### config.mk
export PLATFORM = sky130hd
export DESIGN_NAME = ebus_cs_decoder
export DESIGN_NICKNAME = d
export VERILOG_FILES = /design/src/rtl/ebus_cs_pkg.sv /design/src/rtl/ebus_cs_cfg_regs.sv /design/src/rtl/ebus_cs_window_match.sv /design/src/rtl/ebus_cs_prio_pick.sv /design/src/rtl/ebus_cs_decoder.sv
export SDC_FILE = /design/constraint.sdc
export NUM_CORES = 1
export LEC_CHECK = 0
export BUFFER_PORTS_ARGS = -buffer_cell sky130_fd_sc_hd__buf_2
export CORE_ASPECT_RATIO = 0.7
export CORE_MARGIN = 4
export CORE_UTILIZATION = 60
export DETAILED_ROUTE_END_ITERATION = 16
export MAX_ROUTING_LAYER = met4
export PLACE_DENSITY_LB_ADDON = 0.15
export SETUP_SLACK_MARGIN = 0.4
export SLEW_MARGIN = 20
export SYNTH_ARGS = -nofsm -noshare
export SYNTH_HDL_FRONTEND = slang
export SYNTH_SLANG_ARGS = --single-unit
### constraint.sdc
create_clock -name clk -period 5.4 [get_ports clk]
set_input_delay 1.08 -clock clk [delete_from_list [all_inputs] [get_ports clk]]
set_output_delay 1.08 -clock clk [all_outputs]
set_load 0.05 [all_outputs]
### src/rtl/ebus_cs_pkg.sv
package ebus_cs_pkg;

  localparam int NUM_WIN  = 8;
  localparam int ADDR_W   = 32;
  localparam int EXT_AW   = 24;
  localparam int BASE_LSB = 20;
  localparam int BASE_W   = ADDR_W - BASE_LSB;
  localparam int N_SHARED = 4;

  localparam logic [ADDR_W-1:0] VEC_PREFETCH = 32'h0000_000C;
  localparam logic [ADDR_W-1:0] VEC_DATA     = 32'h0000_0010;

  // Field order matches the write word: base[15:4], page[3:2], wide[1], en[0]
  typedef struct packed {
    logic [BASE_W-1:0] base;
    logic [1:0]        page;
    logic              wide;
    logic              en;
  } win_cfg_t;

  localparam int CFG_W = $bits(win_cfg_t);

  // Number of page-offset bits for a page code
  function automatic logic [4:0] page_bits(input logic [1:0] code);
    case (code)
      2'd0:    page_bits = 5'd20;
      2'd1:    page_bits = 5'd21;
      2'd2:    page_bits = 5'd22;
      default: page_bits = 5'd24;
    endcase
  endfunction

endpackage

### src/rtl/ebus_cs_cfg_regs.sv
module ebus_cs_cfg_regs
  import ebus_cs_pkg::*;
#(
  parameter int NWIN  = NUM_WIN,
  parameter int IDX_W = $clog2(NWIN)
) (
  input  logic                       clk,
  input  logic                       rst_n,
  input  logic                       wr_en,
  input  logic [IDX_W-1:0]           wr_sel,
  input  win_cfg_t                   wr_data,
  output win_cfg_t [NWIN-1:0]        cfg_o
);

  for (genvar k = 0; k < NWIN; k++) begin : g_win
    win_cfg_t cfg_q, cfg_d, rst_val;
    logic     load;

    // Window 0 boots enabled: base 0, 1 MB page, 16-bit
    assign rst_val = (k == 0) ? '{base: '0, page: 2'd0, wide: 1'b1, en: 1'b1} : '0;
    assign load    = wr_en && (wr_sel == IDX_W'(k));

    always_comb begin
      cfg_d = cfg_q;
      if (load) cfg_d = wr_data;
    end

    always_ff @(posedge clk or negedge rst_n) begin
      if (!rst_n) cfg_q <= rst_val;
      else        cfg_q <= cfg_d;
    end

    assign cfg_o[k] = cfg_q;

    // a write lands in the selected window on the next edge
    assert_cfg_write_R4: assert property (@(posedge clk) disable iff (!rst_n)
      (wr_en && wr_sel == IDX_W'(k)) |=> (cfg_q == $past(wr_data)));
  end

endmodule

### src/rtl/ebus_cs_window_match.sv
module ebus_cs_window_match
  import ebus_cs_pkg::*;
#(
  parameter int NWIN = NUM_WIN
) (
  input  logic [ADDR_W-1:0]   addr,
  input  win_cfg_t [NWIN-1:0] cfg_i,
  output logic [NWIN-1:0]     match
);

  for (genvar k = 0; k < NWIN; k++) begin : g_cmp
    logic [ADDR_W-1:0] base_full;
    logic [ADDR_W-1:0] hi_mask;

    assign base_full = {cfg_i[k].base, {BASE_LSB{1'b0}}};
    assign hi_mask   = ~((ADDR_W'(1) << page_bits(cfg_i[k].page)) - ADDR_W'(1));
    assign match[k]  = cfg_i[k].en && (((addr ^ base_full) & hi_mask) == '0);
  end

endmodule

### src/rtl/ebus_cs_prio_pick.sv
module ebus_cs_prio_pick #(
  parameter int NWIN  = 8,
  parameter int IDX_W = $clog2(NWIN)
) (
  input  logic [NWIN-1:0]  req,
  output logic             found,
  output logic [IDX_W-1:0] idx
);

  // Lowest index wins: scan downward so the last hit is the lowest
  always_comb begin
    found = 1'b0;
    idx   = '0;
    for (int k = NWIN - 1; k >= 0; k--) begin
      if (req[k]) begin
        found = 1'b1;
        idx   = IDX_W'(k);
      end
    end
  end

endmodule

### src/rtl/ebus_cs_decoder.sv
module ebus_cs_decoder
  import ebus_cs_pkg::*;
#(
  parameter int NWIN  = NUM_WIN,
  parameter int IDX_W = $clog2(NWIN)
) (
  input  logic              clk,
  input  logic              rst_n,
  input  logic              cfg_we,
  input  logic [IDX_W-1:0]  cfg_sel,
  input  logic [CFG_W-1:0]  cfg_data,
  input  logic              req_valid,
  input  logic              req_fetch,
  input  logic [ADDR_W-1:0] req_addr,
  output logic [NWIN-1:0]   cs_n,
  output logic [EXT_AW-1:0] ext_addr,
  output logic [EXT_AW-1:0] ext_addr_en,
  output logic              acc_wide,
  output logic [IDX_W-1:0]  acc_win,
  output logic              abort,
  output logic [ADDR_W-1:0] abort_vec
);

  localparam int SH_LO = EXT_AW - N_SHARED;
  localparam int CS_LO = NWIN - N_SHARED;

  win_cfg_t [NWIN-1:0] cfg_q;
  logic [NWIN-1:0]     hit_vec;
  logic                hit_any;
  logic [IDX_W-1:0]    hit_idx;
  win_cfg_t            gov;
  logic [ADDR_W-1:0]   off_mask;
  logic [EXT_AW-1:0]   ext_raw;

  logic [NWIN-1:0]     cs_n_d;
  logic [EXT_AW-1:0]   ext_d;
  logic                wide_d, abort_d;
  logic [IDX_W-1:0]    win_d;
  logic [ADDR_W-1:0]   vec_d;

  ebus_cs_cfg_regs #(.NWIN(NWIN), .IDX_W(IDX_W)) i_cfg (
    .clk     (clk),
    .rst_n   (rst_n),
    .wr_en   (cfg_we),
    .wr_sel  (cfg_sel),
    .wr_data (win_cfg_t'(cfg_data)),
    .cfg_o   (cfg_q)
  );

  ebus_cs_window_match #(.NWIN(NWIN)) i_match (
    .addr  (req_addr),
    .cfg_i (cfg_q),
    .match (hit_vec)
  );

  ebus_cs_prio_pick #(.NWIN(NWIN), .IDX_W(IDX_W)) i_pick (
    .req   (hit_vec),
    .found (hit_any),
    .idx   (hit_idx)
  );

  // Upper address pins double as select lines of the upper windows
  for (genvar b = 0; b < EXT_AW; b++) begin : g_pin
    if (b >= SH_LO) begin : g_shared
      assign ext_addr_en[b] = ~cfg_q[b - SH_LO + CS_LO].en;
    end else begin : g_plain
      assign ext_addr_en[b] = 1'b1;
    end
  end

  assign gov      = cfg_q[hit_idx];
  assign off_mask = (ADDR_W'(1) << page_bits(gov.page)) - ADDR_W'(1);

  always_comb begin
    ext_raw = req_addr[EXT_AW-1:0] & off_mask[EXT_AW-1:0];
    if (gov.wide) ext_raw[0] = 1'b0;
    ext_raw = ext_raw & ext_addr_en;
  end

  // Next-state decode
  always_comb begin
    cs_n_d  = '1;
    ext_d   = '0;
    wide_d  = 1'b0;
    win_d   = '0;
    abort_d = 1'b0;
    vec_d   = '0;
    if (req_valid) begin
      if (hit_any) begin
        cs_n_d = ~hit_vec;
        ext_d  = ext_raw;
        wide_d = gov.wide;
        win_d  = hit_idx;
      end else begin
        abort_d = 1'b1;
        vec_d   = req_fetch ? VEC_PREFETCH : VEC_DATA;
      end
    end
  end

  always_ff @(posedge clk or negedge rst_n) begin
    if (!rst_n) begin
      cs_n      <= '1;
      ext_addr  <= '0;
      acc_wide  <= 1'b0;
      acc_win   <= '0;
      abort     <= 1'b0;
      abort_vec <= '0;
    end else begin
      cs_n      <= cs_n_d;
      ext_addr  <= ext_d;
      acc_wide  <= wide_d;
      acc_win   <= win_d;
      abort     <= abort_d;
      abort_vec <= vec_d;
    end
  end

  assert_idle_R2: assert property (@(posedge clk) disable iff (!rst_n)
    !req_valid |=> (cs_n == '1 && !abort && ext_addr == '0));

  assert_abort_excl_R8: assert property (@(posedge clk) disable iff (!rst_n)
    abort |-> (cs_n == '1));

  assert_abort_vec_R8: assert property (@(posedge clk) disable iff (!rst_n)
    abort |-> (abort_vec == VEC_PREFETCH || abort_vec == VEC_DATA));

  assert_gov_line_R7: assert property (@(posedge clk) disable iff (!rst_n)
    (cs_n != '1) |-> !cs_n[acc_win]);

  assert_wide_a0_R6: assert property (@(posedge clk) disable iff (!rst_n)
    (cs_n != '1 && acc_wide) |-> !ext_addr[0]);

  for (genvar s = SH_LO; s < EXT_AW; s++) begin : g_sh_chk
    assert_shared_pin_R9: assert property (@(posedge clk) disable iff (!rst_n)
      !ext_addr_en[s] |=> !ext_addr[s]);
  end

endmodule

==> results of run 1 <==
through the flow:
stage                     setup slack, ns  total power, mW
after detailed placement             1.60             2.49
after global routing                 1.77             3.95
after floorplan                      2.18             2.27
after global placement               1.70             2.47
after CTS                            2.03             3.80
final                                2.00             3.78
power by group through the flow:
stage,logic (mW),registers [mW],clock network [mW]
3_5_place_dp,0.833,1.66,0
2_1_floorplan,0.655,1.62,0
5_1_grt,0.909,1.67,1.37
3_3_place_gp,0.813,1.65,0
4_1_cts,0.839,1.64,1.32
6_report,0.839,1.64,1.30
kinds of logic after synthesis:
logic type,share of synthesized area (%)
AOI/OAI and AO/OA,4.52
xor gates and xnor gates,11.0
buffers and inverters,6.91
DFF,49.4
muxes,17.2
other,0.0884
and+or+nand+nor,10.9
worst max-delay path, delay by kind of cell:
family | cells | cell delay (ns)
AOI/OAI and AO/OA | 4 | 0.85
xor gates and xnor gates | 1 | 0.31
buffers and inverters | 1 | 0.20
and+or+nand+nor | 4 | 1.25
state kept, by name (all words and copies together), names as in the netlist:
register / cells
i_cfg.cfg_o: 128
acc_win: 3
cs_n: 8
acc_wide: 1
abort: 1
ext_addr: 24
abort_vec: 2
placed cells by master (no fill, tap or decap), drive strengths merged, types with 11 or more instances in the layout:
cell type	instances
nor4	15
nor2	11
o21ai	16
nand2	27
mux2	129
clkbuf	21
xor2	36
dfrtp	157
buf	110
conb	49
xnor2	60
nand3	20
and2	22
worst paths after layout:
check | cells past startpoint | to
worst max-delay path | 10 | ext_addr[22]$_DFF_PN0_
worst min-delay path | 1 | i_cfg.cfg_o[16]$_DFFE_PN0P_
worst max register to register | 9 | ext_addr[22]$_DFF_PN0_
worst min register to register | 1 | i_cfg.cfg_o[16]$_DFFE_PN0P_
max in group asynchronous | 2 | i_cfg.cfg_o[90]$_DFFE_PN0P_
min in group asynchronous | 1 | i_cfg.cfg_o[68]$_DFFE_PN0P_
layer usage:
metal / vias to the layer above / part of all wire, % / track usage [%]
met5: - / 0 / -
met4: 0 / 1.1 / 7.64
met3: 15 / 6.0 / 4.38
met2: 183 / 47 / 42.1
met1: 2795 / 46 / 38.8
li1: 2464 / - / -
area by class of cell:
type                       instances  share of cell area [%]
inverter                           7                   0.274
multi-input combinational        473                    40.8
sequential                       167                    43.7
tap                              190                    2.48
timing repair buffer             110                    6.13
clock inverter                    11                    1.80
clock buffer                      21                    4.80
==> run metrics, run 1 <==
run status finished, final reports clean; flop and latch count out of synthesis 167; path type of the worst setup path in -> reg; vias 5457; I/O pin cnt 149; classification of the worst-slack hold path reg -> reg; starting DRC count in detailed routing 355; power density cells 394 nW/µm²; global-route congestion overflow total 0; sink count of the clock tree 167; clock latency on the worst-skew pair 0.43 ns; number of diodes added for antenna fixing 0; cell types with the highest counts after synthesis sky130_fd_sc_hd__dfrtp_1 (157), sky130_fd_sc_hd__mux2_2 (129), sky130_fd_sc_hd__buf_4 (53); signed area change from the synthesized netlist to the final layout 12.9%; worst-case vdd ir drop 0.259 mV; top post-synthesis cells by area sky130_fd_sc_hd__dfrtp_1 (46%), sky130_fd_sc_hd__mux2_2 (17%), sky130_fd_sc_hd__xnor2_1 (5.0%); TritonCTS Buffers 17; Slew Viols, Final 0; final instance area 9590 µm²; EDFF count, synth 0; arrival time worst endpoint 3.71 ns; slack of the worst reg-to-reg path 2.48 ns; proportion of synthesized flip-flops having asynchronous set or reset 100%; final non-filler cell total 979; setup violation total in the final timing report 0; Crit Path Max Fanout 8; starting density of the core 61.2%; filler instances 1027; clock transition at the register clock pins on the worst setup and hold paths after CTS 0.06 ns; global-route wire length before repair 32200 µm; top-area cell type share of the netlist area 46.3%; sequential share of power 43.4%; library cell with the largest summed area after synthesis sky130_fd_sc_hd__dfrtp_1; standard cell with the maximum stage delay on the critical path sky130_fd_sc_hd__nor4_1; maximum number of pins on one net before global-route repair 90; std cell rows 36; endpoint required time on the critical path 5.70 ns; maximum clock skew at final layout 0.00693 ns; RSZ-0062 raised after global routing no; number of antenna violations at the first check in global routing 0; number of levels the H-tree was split into 4; setup TNS after final layout 0 ns; P_int 2.63 mW; worst hold path startpoint i_cfg.cfg_o[16]$_DFFE_PN0P_; Remaining DRCs 0; crit path time final 3.40 ns; routed wire length per instance 20.9 µm; Reg area 4190 µm²; quantity of I/O buffers inserted on ports 99; Yosys Warn Count 0; netlist area before placement 8490 µm²; critical path's most frequent cell sky130_fd_sc_hd__nor4_1; switching part of the total power 30.4%; critical register-to-register path startpoint i_cfg.cfg_o[91]$_DFFE_PN0P_; clock tree from TritonCTS yes; final net count 832; Relative slew margins 45.8%; sum of routed wire length over all layers 20400 µm; first element of the critical path req_addr[28]; element type at the critical path end flip-flop; proportion of power drawn by the clock network 34.4%; vias per cell 5.57; overall fraction of global-route tracks in use 27.6%; placed cell area 8940 µm²; core utilization of the finished layout 69.1%; Least-Margin Pin Slew 0.813 ns; Cells after Synth 678; detailed-placement wirelength estimate 14700 µm; Post-Syn Area per Cell 12.5 µm²; Net Switching 1.15 mW; router iterations before antenna repair 5; clock root buffer sky130_fd_sc_hd__clkbuf_16; hold_ws 0.505 ns; delay of the slowest critical-path stage 0.49 ns; area taken by multi-input logic gates 3910 µm²; Setup Fix Bufs, Post-CTS 0; core box area 13900 µm²; sequential share of the synthesized area 49.4%; Setup crit start kind input pin; post-cts resize count 0; list of cells traversed by the critical path buf_2, xnor2_1, nand4_1, nor4_1, a32oi_2, nor2b_4, a21oi_4, o221ai_1, a22o_1, nor4_1; die area 16200 µm²; max capacitance violation total 0; Final Hold Fails 0; most frequent cell after synthesis sky130_fd_sc_hd__dfrtp_1; number of placed instances, taps included 946; vias in the first global route 5588; number of library cell types mapped by synthesis 67; die span in x 150 µm; Max Root-Sink Buffers 2; Static Leak 4.28 nW; power share of the combinational group 22.2%; number of buffers inserted for hold repair after clock tree synthesis 0; antenna-violating nets left 0; share of the cycle needed by the critical path after routing 63.0%; final RePlAce weighted congestion 0.952; share of post-route cells with drive strength above 1 40.6%; die height 108 µm; top achievable clock speed 294 MHz; flip-flop cell with the highest count after synthesis sky130_fd_sc_hd__dfrtp_1
No activity file was read; power rests on OpenSTA's default activity.
==> run 2: changes to the inputs <==
--- a/config.mk
+++ b/config.mk
@@ -8,7 +8,7 @@
 export BUFFER_PORTS_ARGS = -buffer_cell sky130_fd_sc_hd__buf_2
 export CORE_ASPECT_RATIO = 0.7
 export CORE_MARGIN = 4
-export CORE_UTILIZATION = 60
+export CORE_UTILIZATION = 51
 export DETAILED_ROUTE_END_ITERATION = 16
 export MAX_ROUTING_LAYER = met4
 export PLACE_DENSITY_LB_ADDON = 0.15
==> constraint.sdc (replaced) <==
create_clock -name clk -period 2.75 [get_ports clk]
set_input_delay 0.55 -clock clk [delete_from_list [all_inputs] [get_ports clk]]
set_output_delay 0.55 -clock clk [all_outputs]
set_load 0.05 [all_outputs]
==> run metrics, run 2 (synthesized netlist as in run 1, its figures left out) <==
maximum clock skew at final layout 0.00757 ns (+0.000644 ns); list of cells traversed by the critical path xnor2_2, nand4_1, nor4_4, a32oi_2, nor2b_4, a21oi_4, o221ai_2, a22o_4, a2111oi_2; Remaining DRCs 0 (unchanged); clock transition at the register clock pins on the worst setup and hold paths after CTS 0.06 ns (about the same); path type of the worst setup path reg -> reg; arrival time worst endpoint 2.94 ns (-0.77 ns); sum of routed wire length over all layers 22400 µm (+9.8%); delay of the slowest critical-path stage 0.41 ns (-0.08 ns); max FFs per register 128 (unchanged); Final Hold Fails 0 (unchanged); signed area change from the synthesized netlist to the final layout 26.2%; slack of the worst reg-to-reg path 0.13 ns (-2.35 ns); final net count 914 (+9.9%); clock root buffer sky130_fd_sc_hd__clkbuf_16; Least-Margin Pin Slew 0.660 ns (-0.152 ns); antenna-violating nets left 0 (unchanged); vias in the first global route 5833 (+4.4%); detailed-placement wirelength estimate 15900 µm (+7.7%); vias per cell 5.25 (-5.7%); most common cell after layout, fill and taps aside sky130_fd_sc_hd__dfrtp_1; number of buffers inserted for hold repair after clock tree synthesis 0 (unchanged); core utilization of the finished layout 65.8% (-3.3 points); setup TNS after final layout 0 ns (unchanged); element type at the critical path end flip-flop; standard cell with the maximum stage delay on the critical path sky130_fd_sc_hd__dfrtp_1; number of levels the H-tree was split into 4 (unchanged); core box area 16300 µm² (+17%); sink count of the clock tree 167 (unchanged); final non-filler cell total 1096 (+12%); PnR Total Power 7.73 mW (+100%); placed cell area 9560 µm² (+6.9%); Static Leak 4.85 nW (+13%); global-route wire length before repair 34000 µm (+5.4%); maximum number of pins on one net before global-route repair 68 (-24%); number of antenna violations at the first check in global routing 0 (unchanged); clock tree from TritonCTS yes; clock latency on the worst-skew pair 0.43 ns (about the same); most used cells in the layout excluding fill and tap cells sky130_fd_sc_hd__dfrtp_1 (157), sky130_fd_sc_hd__mux2_2 (128), sky130_fd_sc_hd__buf_2 (98); TritonCTS Buffers 17 (unchanged); die area 18800 µm² (+16%); global-route congestion overflow total 0 (unchanged); RSZ-0062 raised after global routing yes; hold_ws 0.128 ns (-0.377 ns); quantity of I/O buffers inserted on ports 99 (unchanged); final instance area 10700 µm² (+12%); power density cells 721 nW/µm² (+83%); die span in x 162 µm (+8.0%); Crit Path Max Fanout 4 (-4); Setup crit start kind flip-flop; share of the cycle needed by the critical path after routing 95.3%; std cell rows 39 (+8.3%); share of post-route cells with drive strength above 1 53.5% (+13 points); I/O pin cnt 149 (unchanged); die height 116 µm (+7.8%); vias 5758 (+5.5%); Relative slew margins 56.0% (+10 points); final setup slack of the worst path 0.129 ns (-1.87 ns); number of placed instances, taps included 1048 (+11%); routed wire length per instance 20.5 µm (-2.0%); worst flop-to-flop path endpoint ext_addr[20]$_DFF_PN0_; max capacitance violation total 0 (unchanged); endpoint required time on the critical path 3.07 ns (-2.63 ns); run status finished, final reports clean; crit path time final 2.62 ns; Max Root-Sink Buffers 2 (unchanged); final RePlAce weighted congestion 0.954 (+0.12%); setup violation total in the final timing report 0 (unchanged); placement-stage worst setup slack -0.300 ns (-1.90 ns); Slew Viols, Final 0 (unchanged); router iterations before antenna repair 4 (-1); worst reg-to-reg path cell count 9 (unchanged); starting density of the core 52.1% (-9.1 points); number of diodes added for antenna fixing 0 (unchanged); top achievable clock speed 381 MHz; overall fraction of global-route tracks in use 25.0% (-2.6 points); critical register-to-register path startpoint i_cfg.cfg_o[91]$_DFFE_PN0P_; classification of the worst-slack hold path in -> async; worst-case vdd ir drop 0.389 mV (+50%); starting DRC count in detailed routing 335 (-5.6%)
run 2: cell count changes in the layout (fill, tap and decap cells not counted), moves of 5 or more:
cell | before | now
sky130_fd_sc_hd__and2_1 | 21 | 8
sky130_fd_sc_hd__and2_4 | 1 | 14
sky130_fd_sc_hd__buf_12 | 0 | 5
sky130_fd_sc_hd__buf_4 | 10 | 81
sky130_fd_sc_hd__nand3_1 | 20 | 12
sky130_fd_sc_hd__nand3_2 | 0 | 8
sky130_fd_sc_hd__xnor2_1 | 48 | 37
sky130_fd_sc_hd__xnor2_2 | 12 | 23
run 2: worst max path at each step:
| stage | from | end | slack [ns] |
|---|---|---|---|
| 5_1_grt | i_cfg.cfg_o[91]$_DFFE_PN0P_ | ext_addr[20]$_DFF_PN0_ | 0.02 |
| 6_report | i_cfg.cfg_o[91]$_DFFE_PN0P_ | ext_addr[20]$_DFF_PN0_ | 0.13 |
| 3_3_place_gp | req_addr[31] | ext_addr[20]$_DFF_PN0_ | -0.20 |
| 4_1_cts | i_cfg.cfg_o[106]$_DFFE_PN0P_ | ext_addr[20]$_DFF_PN0_ | 0.19 |
| 3_5_place_dp | req_addr[31] | ext_addr[20]$_DFF_PN0_ | -0.30 |
| 2_1_floorplan | req_addr[27] | ext_addr[20]$_DFF_PN0_ | 0.10 |
run 2: layout make-up:
type,count,area (µm²)
Timing Repair Buffer,192,1300
Clock buffer,19,453
Multi-Input combinational cell,473,4290
Inverter,7,26.3
Clock inverter,13,168
Sequential cell,167,4190
Tap cell,225,282
Fill cell,1295,5580
run 2: report_power, final:
| part | switching, mW | total, mW | internal (mW) |
|---|---|---|---|
| combinational | 1.05 | 1.99 | 0.937 |
| clock | 1.01 | 2.50 | 1.49 |
| sequential | 0.364 | 3.25 | 2.88 |
| total | 2.42 | 7.73 | 5.31 |
run 2: critical path: cells and delay by family (launching register included):
kind,cells,cell delay (ns)
XOR/XNOR,1,0.22
AND/OR/NAND/NOR,3,0.75
AO/OA/AOI/OAI,5,1.15
flip-flops,1,0.41
run 2: per-layer routing:
metal  wire length, µm  GRT usage (%)
met5                 0              -
met4               322           6.76
met3               968           4.27
met2             10800           38.3
met1             10400           34.9
run 2: what timing repair did:
| action | in CTS | in global routing |
|---|---|---|
| gates resized for setup | 49 | 40 |
| setup buffers | 9 | 4 |
| gates cloned | 3 | 0 |
| pin swaps | 16 | 24 |
| endpoints found under the setup margin | 29 | 30 |
